<file path="src/rtl/i2c_reg_pkg.sv">
package i2c_reg_pkg;
  localparam int BYTE_W = 8;
  localparam int CNT_W  = $clog2(BYTE_W + 1);

  typedef enum logic [2:0] {
    ST_IDLE,
    ST_DEV,
    ST_SUB,
    ST_WR,
    ST_RD
  } i2c_state_e;
endpackage

</file>
<file path="src/rtl/i2c_bus_sync.sv">
module i2c_bus_sync #(
  parameter int STAGES = 2
) (
  input  logic clk_i,
  input  logic rst_ni,
  input  logic scl_i,
  input  logic sda_i,
  output logic sda_o,
  output logic scl_rise_o,
  output logic scl_fall_o,
  output logic start_o,
  output logic stop_o
);
  logic [STAGES-1:0] scl_sr, sda_sr;
  logic              scl_p, sda_p;
  logic              scl_s, sda_s;

  generate
    if (STAGES == 1) begin : g_one
      always_ff @(posedge clk_i or negedge rst_ni) begin
        if (!rst_ni) begin
          scl_sr <= '1;
          sda_sr <= '1;
        end else begin
          scl_sr <= scl_i;
          sda_sr <= sda_i;
        end
      end
    end else begin : g_multi
      always_ff @(posedge clk_i or negedge rst_ni) begin
        if (!rst_ni) begin
          scl_sr <= '1;
          sda_sr <= '1;
        end else begin
          scl_sr <= {scl_sr[STAGES-2:0], scl_i};
          sda_sr <= {sda_sr[STAGES-2:0], sda_i};
        end
      end
    end
  endgenerate

  assign scl_s = scl_sr[STAGES-1];
  assign sda_s = sda_sr[STAGES-1];

  always_ff @(posedge clk_i or negedge rst_ni) begin
    if (!rst_ni) begin
      scl_p <= 1'b1;
      sda_p <= 1'b1;
    end else begin
      scl_p <= scl_s;
      sda_p <= sda_s;
    end
  end

  assign sda_o      = sda_s;
  assign scl_rise_o = scl_s & ~scl_p;
  assign scl_fall_o = ~scl_s & scl_p;
  assign start_o    = scl_s & scl_p & sda_p & ~sda_s;
  assign stop_o     = scl_s & scl_p & ~sda_p & sda_s;

  assert_edges_exclusive_R1: assert property (@(posedge clk_i) disable iff (!rst_ni)
    (start_o || stop_o) |-> !(scl_rise_o || scl_fall_o));
endmodule

</file>
<file path="src/rtl/i2c_reg_fsm.sv">
module i2c_reg_fsm
  import i2c_reg_pkg::*;
#(
  parameter logic [5:0]        DEV_ADDR_HI  = 6'b011101,
  parameter logic [BYTE_W-1:0] IMPLICIT_SUB = 8'h08
) (
  input  logic              clk_i,
  input  logic              rst_ni,
  input  logic              addr_sel_i,
  input  logic              sda_i,
  input  logic              scl_rise_i,
  input  logic              scl_fall_i,
  input  logic              start_i,
  input  logic              stop_i,
  input  logic [BYTE_W-1:0] reg_rdata_i,
  output logic              sda_oe_o,
  output logic              reg_we_o,
  output logic [BYTE_W-1:0] reg_addr_o,
  output logic [BYTE_W-1:0] reg_wdata_o
);
  localparam logic [CNT_W-1:0] ACK_SLOT = CNT_W'(BYTE_W);
  localparam logic [CNT_W-1:0] LAST_BIT = CNT_W'(BYTE_W - 1);

  i2c_state_e        state_q;
  logic [CNT_W-1:0]  cnt_q;
  logic [BYTE_W-2:0] shift_q;
  logic [BYTE_W-1:0] ptr_q, tx_q, wdata_q;
  logic              ack_q, rw_q, sub_seen_q, sda_oe_q, reg_we_q;
  logic [BYTE_W-1:0] rx_byte;
  logic [2:0]        tx_idx;

  assign rx_byte = {shift_q, sda_i};
  assign tx_idx  = 3'(LAST_BIT - cnt_q);

  always_ff @(posedge clk_i or negedge rst_ni) begin
    if (!rst_ni) begin
      state_q    <= ST_IDLE;
      cnt_q      <= '0;
      shift_q    <= '0;
      ptr_q      <= '0;
      tx_q       <= '0;
      wdata_q    <= '0;
      ack_q      <= 1'b0;
      rw_q       <= 1'b0;
      sub_seen_q <= 1'b0;
      sda_oe_q   <= 1'b0;
      reg_we_q   <= 1'b0;
    end else begin
      reg_we_q <= 1'b0;
      if (start_i) begin
        state_q  <= ST_DEV;
        cnt_q    <= '0;
        ack_q    <= 1'b0;
        sda_oe_q <= 1'b0;
      end else if (stop_i) begin
        state_q    <= ST_IDLE;
        cnt_q      <= '0;
        ack_q      <= 1'b0;
        sda_oe_q   <= 1'b0;
        sub_seen_q <= 1'b0;
      end else if (state_q != ST_IDLE) begin
        if (scl_rise_i) begin
          if (cnt_q != ACK_SLOT) begin
            shift_q <= rx_byte[BYTE_W-2:0];
            cnt_q   <= cnt_q + 1'b1;
            if (cnt_q == LAST_BIT) begin
              unique case (state_q)
                ST_DEV: begin
                  ack_q <= (rx_byte[BYTE_W-1:1] == {DEV_ADDR_HI, addr_sel_i});
                  rw_q  <= rx_byte[0];
                end
                ST_SUB: begin
                  ptr_q      <= rx_byte;
                  sub_seen_q <= 1'b1;
                  ack_q      <= 1'b1;
                end
                ST_WR: begin
                  reg_we_q <= 1'b1;
                  wdata_q  <= rx_byte;
                  ack_q    <= 1'b1;
                end
                default: ack_q <= 1'b0;
              endcase
            end
          end else begin
            cnt_q <= '0;
            unique case (state_q)
              ST_DEV: begin
                if (!ack_q) state_q <= ST_IDLE;
                else if (rw_q) begin
                  state_q <= ST_RD;
                  if (!sub_seen_q) ptr_q <= IMPLICIT_SUB;
                end else state_q <= ST_SUB;
              end
              ST_SUB: state_q <= ST_WR;
              ST_WR:  ptr_q <= ptr_q + 1'b1;
              default: begin
                ptr_q <= ptr_q + 1'b1;
                if (sda_i) state_q <= ST_IDLE;  // host not-acknowledge
              end
            endcase
          end
        end
        if (scl_fall_i) begin
          if (cnt_q == ACK_SLOT) sda_oe_q <= ack_q;
          else if (state_q == ST_RD) begin
            if (cnt_q == '0) begin
              tx_q     <= reg_rdata_i;
              sda_oe_q <= ~reg_rdata_i[BYTE_W-1];
            end else sda_oe_q <= ~tx_q[tx_idx];
          end else sda_oe_q <= 1'b0;
        end
      end
    end
  end

  assign sda_oe_o    = sda_oe_q;
  assign reg_we_o    = reg_we_q;
  assign reg_addr_o  = ptr_q;
  assign reg_wdata_o = wdata_q;

  assert_release_after_stop_R1: assert property (@(posedge clk_i) disable iff (!rst_ni)
    stop_i |=> !sda_oe_q);
  assert_we_in_write_R3: assert property (@(posedge clk_i) disable iff (!rst_ni)
    reg_we_q |-> (state_q == ST_WR));
  assert_ptr_step_R4: assert property (@(posedge clk_i) disable iff (!rst_ni)
    (state_q == ST_WR && scl_rise_i && cnt_q == ACK_SLOT && !start_i && !stop_i)
    |=> ptr_q == $past(ptr_q) + 1'b1);
  assert_oe_on_edges_R7: assert property (@(posedge clk_i) disable iff (!rst_ni)
    !$stable(sda_oe_q) |-> $past(scl_fall_i || start_i || stop_i));
  assert_idle_quiet_R8: assert property (@(posedge clk_i) disable iff (!rst_ni)
    (state_q == ST_IDLE) |-> !sda_oe_q);
  assert_start_reframes_R9: assert property (@(posedge clk_i) disable iff (!rst_ni)
    start_i |=> (state_q == ST_DEV && cnt_q == '0));
endmodule

</file>
<file path="src/rtl/i2c_reg_slave.sv">
module i2c_reg_slave
  import i2c_reg_pkg::*;
#(
  parameter int                SYNC_STAGES  = 2,
  parameter logic [5:0]        DEV_ADDR_HI  = 6'b011101,
  parameter logic [BYTE_W-1:0] IMPLICIT_SUB = 8'h08
) (
  input  logic              clk_i,
  input  logic              rst_ni,
  input  logic              addr_sel_i,
  input  logic              scl_i,
  input  logic              sda_i,
  output logic              sda_oe_o,
  output logic              reg_we_o,
  output logic [BYTE_W-1:0] reg_addr_o,
  output logic [BYTE_W-1:0] reg_wdata_o,
  input  logic [BYTE_W-1:0] reg_rdata_i
);
  logic sda_s, scl_rise, scl_fall, start_ev, stop_ev;

  i2c_bus_sync #(.STAGES(SYNC_STAGES)) u_sync (
    .clk_i      (clk_i),
    .rst_ni     (rst_ni),
    .scl_i      (scl_i),
    .sda_i      (sda_i),
    .sda_o      (sda_s),
    .scl_rise_o (scl_rise),
    .scl_fall_o (scl_fall),
    .start_o    (start_ev),
    .stop_o     (stop_ev)
  );

  i2c_reg_fsm #(
    .DEV_ADDR_HI  (DEV_ADDR_HI),
    .IMPLICIT_SUB (IMPLICIT_SUB)
  ) u_fsm (
    .clk_i       (clk_i),
    .rst_ni      (rst_ni),
    .addr_sel_i  (addr_sel_i),
    .sda_i       (sda_s),
    .scl_rise_i  (scl_rise),
    .scl_fall_i  (scl_fall),
    .start_i     (start_ev),
    .stop_i      (stop_ev),
    .reg_rdata_i (reg_rdata_i),
    .sda_oe_o    (sda_oe_o),
    .reg_we_o    (reg_we_o),
    .reg_addr_o  (reg_addr_o),
    .reg_wdata_o (reg_wdata_o)
  );
endmodule

</file>
<file path="config.mk">
export PLATFORM = sky130hd
export DESIGN_NAME = i2c_reg_slave
export DESIGN_NICKNAME = d
export VERILOG_FILES = /design/src/rtl/i2c_reg_pkg.sv /design/src/rtl/i2c_bus_sync.sv /design/src/rtl/i2c_reg_fsm.sv /design/src/rtl/i2c_reg_slave.sv
export SDC_FILE = /design/constraint.sdc
export NUM_CORES = 1
export LEC_CHECK = 0
export CELL_PAD_IN_SITES_DETAIL_PLACEMENT = 1
export CELL_PAD_IN_SITES_GLOBAL_PLACEMENT = 1
export CORE_ASPECT_RATIO = 0.7
export CORE_MARGIN = 5
export CORE_UTILIZATION = 40
export CTS_BUF_LIST = sky130_fd_sc_hd__clkbuf_4 sky130_fd_sc_hd__clkbuf_8 sky130_fd_sc_hd__clkbuf_16
export CTS_CLUSTER_DIAMETER = 200
export DETAILED_ROUTE_END_ITERATION = 8
export PLACE_DENSITY = 0.83
export SYNTH_ARGS = -nofsm -noshare
export SYNTH_HDL_FRONTEND = slang
export SYNTH_SLANG_ARGS = --single-unit
</file>
<file path="constraint.sdc">
create_clock -name clk_i -period 2.2 [get_ports clk_i]
set_clock_uncertainty 0.1 [all_clocks]
set_input_delay 0.44 -clock clk_i [delete_from_list [all_inputs] [get_ports clk_i]]
set_output_delay 0.44 -clock clk_i [all_outputs]
set_load 0.05 [all_outputs]
</file>
==> PnR_summary.wiki, run 1 <==
{| class="wikitable"
! Metric !! Value
|-
| Transition at the pin with the smallest max-transition slack || 0.525 ns
|-
| Net count of the mapped netlist || 232
|-
| Placer congestion estimate || 0.868
|-
| Standard cell with the maximum stage delay on the critical path || sky130_fd_sc_hd__clkdlybuf4s50_1
|-
| Register-to-register path setup slack || 0.08 ns
|-
| Number of cells on the worst reg-to-reg path || 7
|-
| CTS Buffer Depth || 2
|-
| Logic depth of the worst path, buffers included || 1
|-
| Cell area reported after detailed placement || 2980 um2
|-
| Count of unresolved DRC violations after routing || 0
|-
| Final WL || 6250 um
|-
| Worst-case headroom to the max-slew limit || 64.9%
|-
| Element type at the critical path end || output pin
|-
| Peak clock frequency supported by timing || approximately 470 MHz
|-
| Worst IR drop on VDD || around 230 uV
|-
| Post-synthesis sequential element count || a little under 50
|-
| Pin count of the biggest net entering global routing || 35
|-
| Final Hold Violating Endpoints || 0
|-
| Horizontal die dimension || about 100 um
|-
| Worst path required time || 1.66 ns
|-
| Number of max-cap violations || 0
|-
| Vias per cell || 5.59
|-
| Sequential cell area fraction in the yosys report || about half
|-
| Final WS setup || 0.0526 ns
|-
| Fraction of registers with async set/reset || 100%
|-
| Fin. max-slew vios || 0
|-
| Total clock buffers created by CTS || 5
|-
| Outcome || completed
|-
| Number of instances in the synthesized netlist || 216
|-
| Number of warning messages in the yosys log || 0
|-
| Leak || 1.35 nW
|-
| Max incr delay on CP || 0.84 ns
|-
| Library cell used as clock root buffer || sky130_fd_sc_hd__clkbuf_8
|-
| Clk_lat worst skew || 0.31 ns
|-
| Startpoint of the most critical register-to-register path || u_fsm.cnt_q[0]
|-
| Leading cell types in the layout, fill and taps excluded || sky130_fd_sc_hd__dfrtp_1, sky130_fd_sc_hd__clkdlybuf4s50_1, sky130_fd_sc_hd__buf_4
|-
| First-pass GRT wire length || 10,700 um
|-
| Post-CTS Repair Setup Buffers || 0
|-
| Critical path class || reg2out
|-
| Final worst-path cycle share || roughly 98%
|-
| # diodes || 0
|-
| Iteration count of the initial detailed-routing pass || 4
|-
| Area of the core || between 6000 and 7000 um2
|-
| Nets || 276
|-
| Critical path data arrival time || 1.61 ns
|-
| Ratio of total power to cell area || 552 nW/um2
|-
| Fraction of final layout cells sized beyond drive strength 1 || between 20 and 25%
|-
| I/O pin count || 31
|-
| Power share of the sequential group || 56.1%
|-
| Most frequent standard cell in the layout excluding fill and tap cells || sky130_fd_sc_hd__dfrtp_1
|-
| Critical path destination || reg_addr_o[2]
|-
| Worst flop-to-flop path endpoint || u_fsm.reg_wdata_o[2]
|-
| Height of the die || 76.2 um
|-
| Synthesized area || around 2500 um2
|-
| Worst setup SP type || register
|-
| Number of antenna violations at the first check in global routing || 0
|-
| Initial core utilization || between 40% and 50%
|-
| Synth unique cells || 57
|-
| Finish-stage setup viols || 0
|-
| Standard-cell rows || 24
|-
| Sum of buffers and inverters on the critical path || 1
|-
| Global-route usage over all layers || 16.5%
|-
| Maximum fanout along the worst path || 6
|-
| Main flop type after synthesis || sky130_fd_sc_hd__dfrtp_1
|-
| Clock-pin slew on the worst setup and hold paths || 0.09 ns
|-
| Initial detailed-routing violation count || 61
|-
| Delay-heaviest family, CP || buffers and inverters
|-
| Synthesized area per cell || 11.6 um2
|-
| Area of all placed cells without fillers || 3100 um2
|-
| Crit-path cells || clkdlybuf4s50_1
|-
| Max H-tree Level || 2
|-
| Die footprint || 7980 um2
|-
| Post-DP HPWL || 4570 um
|-
| Type of the most critical hold path || reg2reg
|-
| Count of buffers from port buffering || 30
|-
| Num Clock Sinks || 49
|-
| Total number of vias || 1,896
|-
| Power share of the clock group || 33.7%
|-
| Signed area change from the synthesized netlist to the final layout || 23.5%
|-
| Switching power summed over all nets || 442 uW
|-
| Gr ovfl total || 0
|-
| Internal power consumption || ~1.3 mW
|-
| Launching instance or port of the critical path || u_fsm.reg_addr_o[2]
|-
| Number of nets still failing antenna checks after routing || 0
|-
| Minimum period implied by the final worst setup slack || 2.15 ns
|-
| Share of total power in combinational logic || 10.2%
|-
| Via count of the first global-routing pass || ~2,000
|-
| Post-synth EDFFs || 0
|-
| TritonCTS clock tree || done
|-
| DR WL/cell || 18.4 um
|-
| Post-Place Worst Slack || 0.113 ns
|-
| Proportion of total power due to net switching || 25.8%
|}
[how the worst min path moves through the flow]
stage | start | end | slack [ns] | depth (start not counted)
2_1_floorplan | rst_ni | u_fsm.ack_q | 0.04 | 0
3_3_place_gp | u_sync.scl_sr[0] | u_sync.scl_sr[1] | 0.25 | 0
3_5_place_dp | u_sync.scl_sr[0] | u_sync.scl_sr[1] | 0.25 | 0
4_1_cts | u_sync.scl_sr[0] | u_sync.scl_sr[1] | 0.26 | 0
5_1_grt | u_sync.sda_sr[0] | u_sync.sda_sr[1] | 0.27 | 0
6_report | u_sync.sda_sr[0] | u_sync.sda_sr[1] | 0.26 | 0
[kinds of logic (layout without fill, tap and decap cells)]
group                    count (synthesis)  in the layout  synth area share, %
buffers and inverters                   20             65                 4.44
flip-flops                              49             49                 49.2
adder cells (fa/ha/maj)                  3              3                 1.50
AO/OA/AOI/OAI                           42             42                 12.5
AND/OR/NAND/NOR                         68             68                 16.8
multiplexers                            31             31                 14.5
XOR/XNOR                                 3              3                 1.05
[power by group through the flow]
stage / combinational, mW / clock, mW / sequential, mW
global placement: 0.168 / 0 / 0.974
detailed placement: 0.174 / 0 / 0.977
CTS: 0.177 / 0.589 / 0.960
floorplan: 0.0859 / 0 / 0.972
global route: 0.191 / 0.642 / 0.965
finish: 0.174 / 0.577 / 0.960
[synth_stat cells, drive strengths merged, types with 2 or more instances]
cell type | count | area share, %
nand3b | 2 | 0.60
inv | 7 | 1.0
o211ai | 4 | 1.7
o41ai | 3 | 1.0
xnor2 | 2 | 0.70
and2 | 2 | 0.50
a21oi | 6 | 1.2
and3b | 2 | 0.85
nor3 | 4 | 1.7
nand2b | 4 | 1.0
o21ai | 6 | 1.2
and3 | 2 | 0.50
buf | 7 | 2.5
nand4 | 7 | 1.7
clkbuf | 6 | 0.90
a22o | 6 | 2.1
mux2i | 4 | 1.7
nor4 | 3 | 1.0
mux2 | 26 | 12
nand3 | 9 | 1.8
nor3b | 3 | 1.5
a31oi | 6 | 1.5
nand2 | 17 | 2.5
a31o | 2 | 0.70
nor2 | 7 | 1.0
dfstp | 6 | 6.3
ha | 3 | 1.5
o31ai | 2 | 0.60
dfrtp | 43 | 43
[layer usage]
metal,track usage (%),up-vias,routed length (um)
met1,25.0,959,3200
li1,-,896,-
met5,0,-,0
met4,3.70,0,46
met2,23.3,37,2740
met3,4.49,4,262
[metrics by stage]
step	hold WS, ns	power (mW)	cells	setup TNS (ns)	util, %
floorplan	0.0444	1.06	216	0	-
global placement	0.247	1.14	330	0	48.4
detailed placement	0.247	1.15	330	0	48.4
CTS	0.261	1.73	339	0	50.2
global route	0.266	1.80	339	-0.00571	50.3
finish	0.259	1.71	339	0	50.3
[timing repair]
action / in CTS / in global routing
resized for setup: 0 / 1
endpoints found under the hold margin: 15 / 0
setup endpoints to repair: 0 / 1
hold buffers: 1 / 0
[sequential cells by signal (all words and copies together) (netlist names)]
signal	cells
u_fsm.sda_oe_o	1
u_sync.scl_p	1
u_sync.sda_sr	2
u_fsm.state_q	3
u_sync.sda_p	1
u_fsm.tx_q	8
u_fsm.reg_addr_o	8
u_fsm.reg_we_o	1
u_fsm.shift_q	7
u_fsm.cnt_q	4
u_fsm.ack_q	1
u_fsm.reg_wdata_o	8
u_fsm.rw_q	1
u_fsm.sub_seen_q	1
u_sync.scl_sr	2
[area by class of cell]
cell class,count,area [um2]
fill,662,3060
sequential,49,1230
multi-input combinational,147,1170
timing repair buffer,50,470
tap,78,97.6
clock buffer,6,82.6
inverter,7,26.3
clock inverter,2,16.3
Note: power is estimated with default switching activity, not from simulation.
==> run 2: changes to the inputs <==
- CAP_MARGIN: not set -> 30
==> results of run 2 <==
No change in the layout: final DEF, timing and power equal those of run 1.
==> run 3: changes to the inputs <==
- CAP_MARGIN: 30 -> not set
==> results of run 3 <==
No change in the layout: final DEF, timing and power equal those of run 1.
